<file path="src/rtl/intc_cmd_pkg.sv">
package intc_cmd_pkg;

  typedef enum logic [1:0] {
    ST_RUN  = 2'd0,
    ST_BASE = 2'd1,
    ST_CASC = 2'd2,
    ST_MODE = 2'd3
  } setupSt_t;

  // register-update strobes from control to datapath
  typedef struct packed {
    logic reinit;
    logic keepModes;
    logic loadMask;
    logic loadBase;
    logic loadModes;
    logic rdCtl;
    logic setRot;
    logic clrRot;
  } regCtl_t;

  // run-time command strobes leaving the block
  typedef struct packed {
    logic nsEoi;
    logic rotEoi;
    logic specEoi;
    logic rotSpecEoi;
    logic setPrio;
  } opStrb_t;

endpackage

</file>
<file path="src/rtl/intc_cmd_ctrl.sv">
module intc_cmd_ctrl
  import intc_cmd_pkg::*;
#(
  parameter int LINE_W = 3
) (
  input  logic                    clk,
  input  logic                    rstN,
  input  logic                    wrEn,
  input  logic                    addr,
  input  logic [(1<<LINE_W)-1:0]  wrData,
  output regCtl_t                 regCtl,
  output opStrb_t                 opStrb
);
  localparam int DATA_W = 1 << LINE_W;

  setupSt_t state, stateNxt;
  logic     want4;
  logic     lowWr, highWr, isRestart, isRdCtl, isOpWord;
  logic [2:0] opCode;

  assign lowWr     = wrEn && !addr;
  assign highWr    = wrEn && addr;
  assign isRestart = lowWr && wrData[4];
  assign isRdCtl   = lowWr && !wrData[4] && wrData[3];
  assign isOpWord  = lowWr && !wrData[4] && !wrData[3];
  assign opCode    = wrData[DATA_W-1 -: 3];

  always_comb begin
    regCtl           = '0;
    regCtl.reinit    = isRestart;
    regCtl.keepModes = wrData[0];
    regCtl.rdCtl     = isRdCtl;
    if (highWr) begin
      unique case (state)
        ST_RUN:  regCtl.loadMask  = 1'b1;
        ST_BASE: regCtl.loadBase  = 1'b1;
        ST_MODE: regCtl.loadModes = 1'b1;
        default: ;
      endcase
    end
    opStrb = '0;
    if (isOpWord) begin
      unique case (opCode)
        3'd0: regCtl.clrRot      = 1'b1;
        3'd1: opStrb.nsEoi       = 1'b1;
        3'd3: opStrb.specEoi     = 1'b1;
        3'd4: regCtl.setRot      = 1'b1;
        3'd5: opStrb.rotEoi      = 1'b1;
        3'd6: opStrb.setPrio     = 1'b1;
        3'd7: opStrb.rotSpecEoi  = 1'b1;
        default: ;
      endcase
    end
  end

  always_comb begin
    stateNxt = state;
    if (isRestart) begin
      stateNxt = ST_BASE;
    end else if (highWr) begin
      unique case (state)
        ST_BASE: stateNxt = ST_CASC;
        ST_CASC: stateNxt = want4 ? ST_MODE : ST_RUN;
        ST_MODE: stateNxt = ST_RUN;
        default: stateNxt = ST_RUN;
      endcase
    end
  end

  always_ff @(posedge clk) begin
    if (!rstN) begin
      state <= ST_RUN;
      want4 <= 1'b0;
    end else begin
      state <= stateNxt;
      if (isRestart) want4 <= wrData[0];
    end
  end

endmodule

</file>
<file path="src/rtl/intc_cmd_regs.sv">
module intc_cmd_regs
  import intc_cmd_pkg::*;
#(
  parameter int LINE_W = 3
) (
  input  logic                    clk,
  input  logic                    rstN,
  input  regCtl_t                 regCtl,
  input  logic                    rdEn,
  input  logic                    addr,
  input  logic [(1<<LINE_W)-1:0]  wrData,
  input  logic [(1<<LINE_W)-1:0]  pendVec,
  input  logic [(1<<LINE_W)-1:0]  servVec,
  input  logic                    pollValid,
  input  logic [LINE_W-1:0]       pollLine,
  output logic [(1<<LINE_W)-1:0]  rdData,
  output logic [(1<<LINE_W)-1:0]  maskReg,
  output logic [(1<<LINE_W)-1:0]  vecBase,
  output logic                    nestedMode,
  output logic                    autoEoi,
  output logic                    rotOnAutoEoi,
  output logic                    specialMask,
  output logic                    pollAck
);
  localparam int DATA_W = 1 << LINE_W;
  localparam logic [DATA_W-1:0] NO_WINNER = DATA_W'(DATA_W - 1);

  logic selServ;
  logic pollArmed;
  logic [DATA_W-1:0] rdNxt;

  assign pollAck = rdEn && pollArmed && pollValid;

  always_comb begin
    if (pollArmed)
      rdNxt = pollValid ? DATA_W'(pollLine) : NO_WINNER;
    else if (addr)
      rdNxt = maskReg;
    else
      rdNxt = selServ ? servVec : pendVec;
  end

  always_ff @(posedge clk) begin
    if (!rstN) begin
      maskReg      <= '0;
      vecBase      <= '0;
      nestedMode   <= 1'b0;
      autoEoi      <= 1'b0;
      rotOnAutoEoi <= 1'b0;
      specialMask  <= 1'b0;
      selServ      <= 1'b0;
      pollArmed    <= 1'b0;
      rdData       <= '0;
    end else begin
      if (regCtl.reinit) begin
        maskReg     <= '0;
        specialMask <= 1'b0;
        selServ     <= 1'b0;
        if (!regCtl.keepModes) begin
          nestedMode <= 1'b0;
          autoEoi    <= 1'b0;
        end
      end
      if (regCtl.loadMask)  maskReg <= wrData;
      if (regCtl.loadBase)  vecBase <= {wrData[DATA_W-1:LINE_W], LINE_W'(0)};
      if (regCtl.loadModes) begin
        nestedMode <= wrData[4];
        autoEoi    <= wrData[1];
      end
      if (regCtl.rdCtl) begin
        if (wrData[2]) pollArmed   <= 1'b1;
        if (wrData[1]) selServ     <= wrData[0];
        if (wrData[6]) specialMask <= wrData[5];
      end
      if (regCtl.setRot) rotOnAutoEoi <= 1'b1;
      if (regCtl.clrRot) rotOnAutoEoi <= 1'b0;
      if (rdEn) begin
        rdData    <= rdNxt;
        pollArmed <= 1'b0;
      end
    end
  end

endmodule

</file>
<file path="src/rtl/intc_cmd_port.sv">
module intc_cmd_port
  import intc_cmd_pkg::*;
#(
  parameter int LINE_W = 3
) (
  input  logic                    clk,
  input  logic                    rstN,
  input  logic                    wrEn,
  input  logic                    rdEn,
  input  logic                    addr,
  input  logic [(1<<LINE_W)-1:0]  wrData,
  input  logic [(1<<LINE_W)-1:0]  pendVec,
  input  logic [(1<<LINE_W)-1:0]  servVec,
  input  logic                    pollValid,
  input  logic [LINE_W-1:0]       pollLine,
  output logic [(1<<LINE_W)-1:0]  rdData,
  output logic [(1<<LINE_W)-1:0]  maskReg,
  output logic [(1<<LINE_W)-1:0]  vecBase,
  output logic                    nestedMode,
  output logic                    autoEoi,
  output logic                    rotOnAutoEoi,
  output logic                    specialMask,
  output logic                    reinitStrb,
  output logic                    eoiStrb,
  output logic                    rotEoiStrb,
  output logic                    specEoiStrb,
  output logic                    rotSpecEoiStrb,
  output logic                    setPrioStrb,
  output logic                    pollAckStrb,
  output logic [LINE_W-1:0]       cmdArg
);
  regCtl_t regCtl;
  opStrb_t opStrb;

  intc_cmd_ctrl #(.LINE_W(LINE_W)) u_ctrl (
    .clk    (clk),
    .rstN   (rstN),
    .wrEn   (wrEn),
    .addr   (addr),
    .wrData (wrData),
    .regCtl (regCtl),
    .opStrb (opStrb)
  );

  intc_cmd_regs #(.LINE_W(LINE_W)) u_regs (
    .clk          (clk),
    .rstN         (rstN),
    .regCtl       (regCtl),
    .rdEn         (rdEn),
    .addr         (addr),
    .wrData       (wrData),
    .pendVec      (pendVec),
    .servVec      (servVec),
    .pollValid    (pollValid),
    .pollLine     (pollLine),
    .rdData       (rdData),
    .maskReg      (maskReg),
    .vecBase      (vecBase),
    .nestedMode   (nestedMode),
    .autoEoi      (autoEoi),
    .rotOnAutoEoi (rotOnAutoEoi),
    .specialMask  (specialMask),
    .pollAck      (pollAckStrb)
  );

  assign reinitStrb     = regCtl.reinit;
  assign eoiStrb        = opStrb.nsEoi;
  assign rotEoiStrb     = opStrb.rotEoi;
  assign specEoiStrb    = opStrb.specEoi;
  assign rotSpecEoiStrb = opStrb.rotSpecEoi;
  assign setPrioStrb    = opStrb.setPrio;
  assign cmdArg         = pollAckStrb ? pollLine : wrData[LINE_W-1:0];

endmodule

</file>
<file path="config.mk">
export PLATFORM = sky130hd
export DESIGN_NAME = intc_cmd_port
export DESIGN_NICKNAME = d
export VERILOG_FILES = /design/src/rtl/intc_cmd_pkg.sv /design/src/rtl/intc_cmd_ctrl.sv /design/src/rtl/intc_cmd_regs.sv /design/src/rtl/intc_cmd_port.sv
export SDC_FILE = /design/constraint.sdc
export NUM_CORES = 1
export LEC_CHECK = 0
export BUFFER_PORTS_ARGS = -buffer_cell sky130_fd_sc_hd__buf_2
export CAP_MARGIN = 20
export CORE_MARGIN = 1
export CORE_UTILIZATION = 46
export DETAILED_ROUTE_END_ITERATION = 7
export PLACE_DENSITY = 0.8
export SYNTH_ARGS = -nofsm -noshare
export SYNTH_HDL_FRONTEND = slang
export SYNTH_SLANG_ARGS = --single-unit
export TNS_END_PERCENT = 5
</file>
<file path="constraint.sdc">
create_clock -name clk -period 2.2 [get_ports clk]
set_input_delay 0.44 -clock clk [delete_from_list [all_inputs] [get_ports clk]]
set_output_delay 0.44 -clock clk [all_outputs]
set_load 0.01 [all_outputs]
</file>
==> metrics.txt <==
status completed; core area 3100 sq um; CTS Hold Bufs 0; sequential area share after synthesis 0.396; largest net degree at the start of global routing 25; Synth Area in Adders 0.0330; CTS tree done; total wire length 3.60 mm; Clock Path Buffers 2; row cnt 20; GP Congestion 0.841; 1st-iter DRT viols 56; # DRC 0; remaining antenna violation count 0; number of H-tree levels 2; clock skew 0.00333 ns; die area 3530 sq um; Syn Area/Cell 9.03 sq um; leak pwr 0.979 nW; commonest non-fill, non-tap cell in the layout buf_2; min-delay worst type in -> reg; RSZ-0062 raised after global routing no; register bit total from synthesis 30; Slew Limit Headroom 0.661; critical path's most frequent cell buf_2; gr usage total 0.223; Max Fclk 474 MHz; compound-cell area share of the yosys netlist 0.177; largest area contributor in the netlist dfxtp_1; pwr/cell area 598 nW/um^2; DP Area 1890 sq um; share of the synthesized area in the top cell type 0.396; Async SR Flop Fraction 0; total global routing overflow 0; crit-path max FO 4; antenna cells 0; Setup crit end kind output port; vias per cell 5.19; WL/cell 12.8 um; I/O pins 71; first-pass GRT wire length 5.84 mm; Worst-Margin Slew 0.508 ns; Post-synth top flop dfxtp_1; CTS Buf Count 5; design area 1970 sq um; Resize count post-CTS 0; clock sink total 30; post-layout min period 2.11 ns; Crit-path slowest cell or4b_4; sequence of cells on the critical path buf_2 -> or4b_4 -> or2_4 -> nor3b_2 -> buf_2; Synth Cell Area 1520 sq um; Initial Util 0.489; die width 59.4 um; Post-synth EDFFs 0; synth unique cells 33; via count 1457; Setup crit start kind primary input; Reg clk slew, reported paths 0.09 ns; vias in the first global route 1307; clock latency at the later pin of the worst-skew pair 0.32 ns; post-synthesis mux area share 0.135; crit path kind in -> out; Worst Path Arrival 1.67 ns; Area Overhead vs Synth 29.9%; top cells by area in the synthesized netlist dfxtp_1 40%, mux2i_1 11%, a22o_1 7.5%; largest family of logic cells by synthesized area simple AND/OR/NAND/NOR gates; pre-CTS WS 0.0928 ns; CP peak stage delay 0.55 ns; share of cells above drive strength 1 0.367; Max VDD drop 0.728 mV; Pwr Total 1.18 mW; synth warn 0; clock root cell clkbuf_4; Final Setup Violations 0; Setup TNS 0 ns; post-CTS setup buffers 0; Max Cap Viol 0; DR pass1 iterations 4; Post-Syn Instances 168; most frequent cells in the layout 67 x buf_2, 30 x dfxtp_1, 21 x nand2_1, 16 x mux2i_1, 13 x a22o_1; # port buffers 67; fin crit share 0.958; min setup slack post-route 0.0916 ns; Final HPWL DP 2.74 mm; xor/xnor share of the synthesized area 0; initial antenna violation count 0; simple-gate portion of the synthesized area 0.193; post-layout net count 274; Max Slew Vio Count 0; die height 59.4 um; Fin. Hold Viols 0; Worst Path Required 1.76 ns
-- kinds of logic after synthesis --
family | count (synthesis)
buffers and inverters | 21
muxes | 20
and+or+nand+nor | 55
adders and majority gates | 4
other | 1
AOI/OAI and AO/OA | 37
DFF | 30
-- where the power goes --
| part | switching (mW) | internal, mW |
|---|---|---|
| sequential | 0.0120 | 0.560 |
| clock | 0.182 | 0.264 |
| combinational | 0.0868 | 0.0742 |
| total | 0.281 | 0.898 |
-- metal layers --
metal	track usage	vias to the layer above	wire length (um)
li1	-	734	-
met1	0.276	682	1590
met2	0.372	39	1820
met3	0.0677	2	168
met4	0.0612	0	19
met5	0	-	0
-- cell type report --
cell class	instances	area, sq um
Fill cell	297	1130
Multi-Input combinational cell	119	828
Clock buffer	6	51.3
Sequential cell	30	601
Tap cell	44	55.1
Inverter	9	33.8
Timing Repair Buffer	72	373
Clock inverter	1	30.0
-- worst max-delay path, delay by kind of cell --
kind,cells,cell delay (ns)
simple gates,3,0.98
buf+inv,2,0.24
-- synthesized netlist by cell type, types with 2 or more instances --
cell type  number
dfxtp_1        30
nand2_1        21
mux2i_1        16
a22o_1         13
inv_1           9
o21ai_0         9
nor2_1          8
nand3_1         6
clkbuf_1        5
o22ai_1         5
buf_4           4
ha_1            4
mux2_2          4
nand3b_1        4
nor2b_1         4
nor3_1          4
a32o_1          3
a21oi_1         2
buf_2           2
nor3b_2         2
-- sequential cells by signal, summed over array words and instances (netlist names) --
signal / cells
u_regs.rdData: 8
u_regs.specialMask: 1
u_regs.selServ: 1
u_ctrl.want4: 1
u_regs.nestedMode: 1
u_regs.rotOnAutoEoi: 1
u_regs.autoEoi: 1
u_regs.vecBase: 5
u_regs.pollArmed: 1
u_regs.maskReg: 8
u_ctrl.state: 2
-- stage by stage --
stage | cells | hold WS [ns] | utilization
after floorplan | 170 | 0.482 | -
after global placement | 274 | 0.459 | 0.609
after detailed placement | 274 | 0.460 | 0.609
after CTS | 281 | 0.366 | 0.635
after global routing | 281 | 0.364 | 0.635
final | 281 | 0.377 | 0.635
-- worst paths after layout --
kind                    start  slack, ns  depth (start not counted)                end
max                 wrData[3]       0.09                          5        specEoiStrb
min                 wrData[2]       0.38                          2  u_regs.maskReg[2]
max reg2reg   u_ctrl.state[0]       0.72                          6  u_regs.maskReg[5]
min reg2reg  u_regs.rdData[7]       0.48                          1   u_regs.rdData[7]
(Power assumes the default switching activity.)
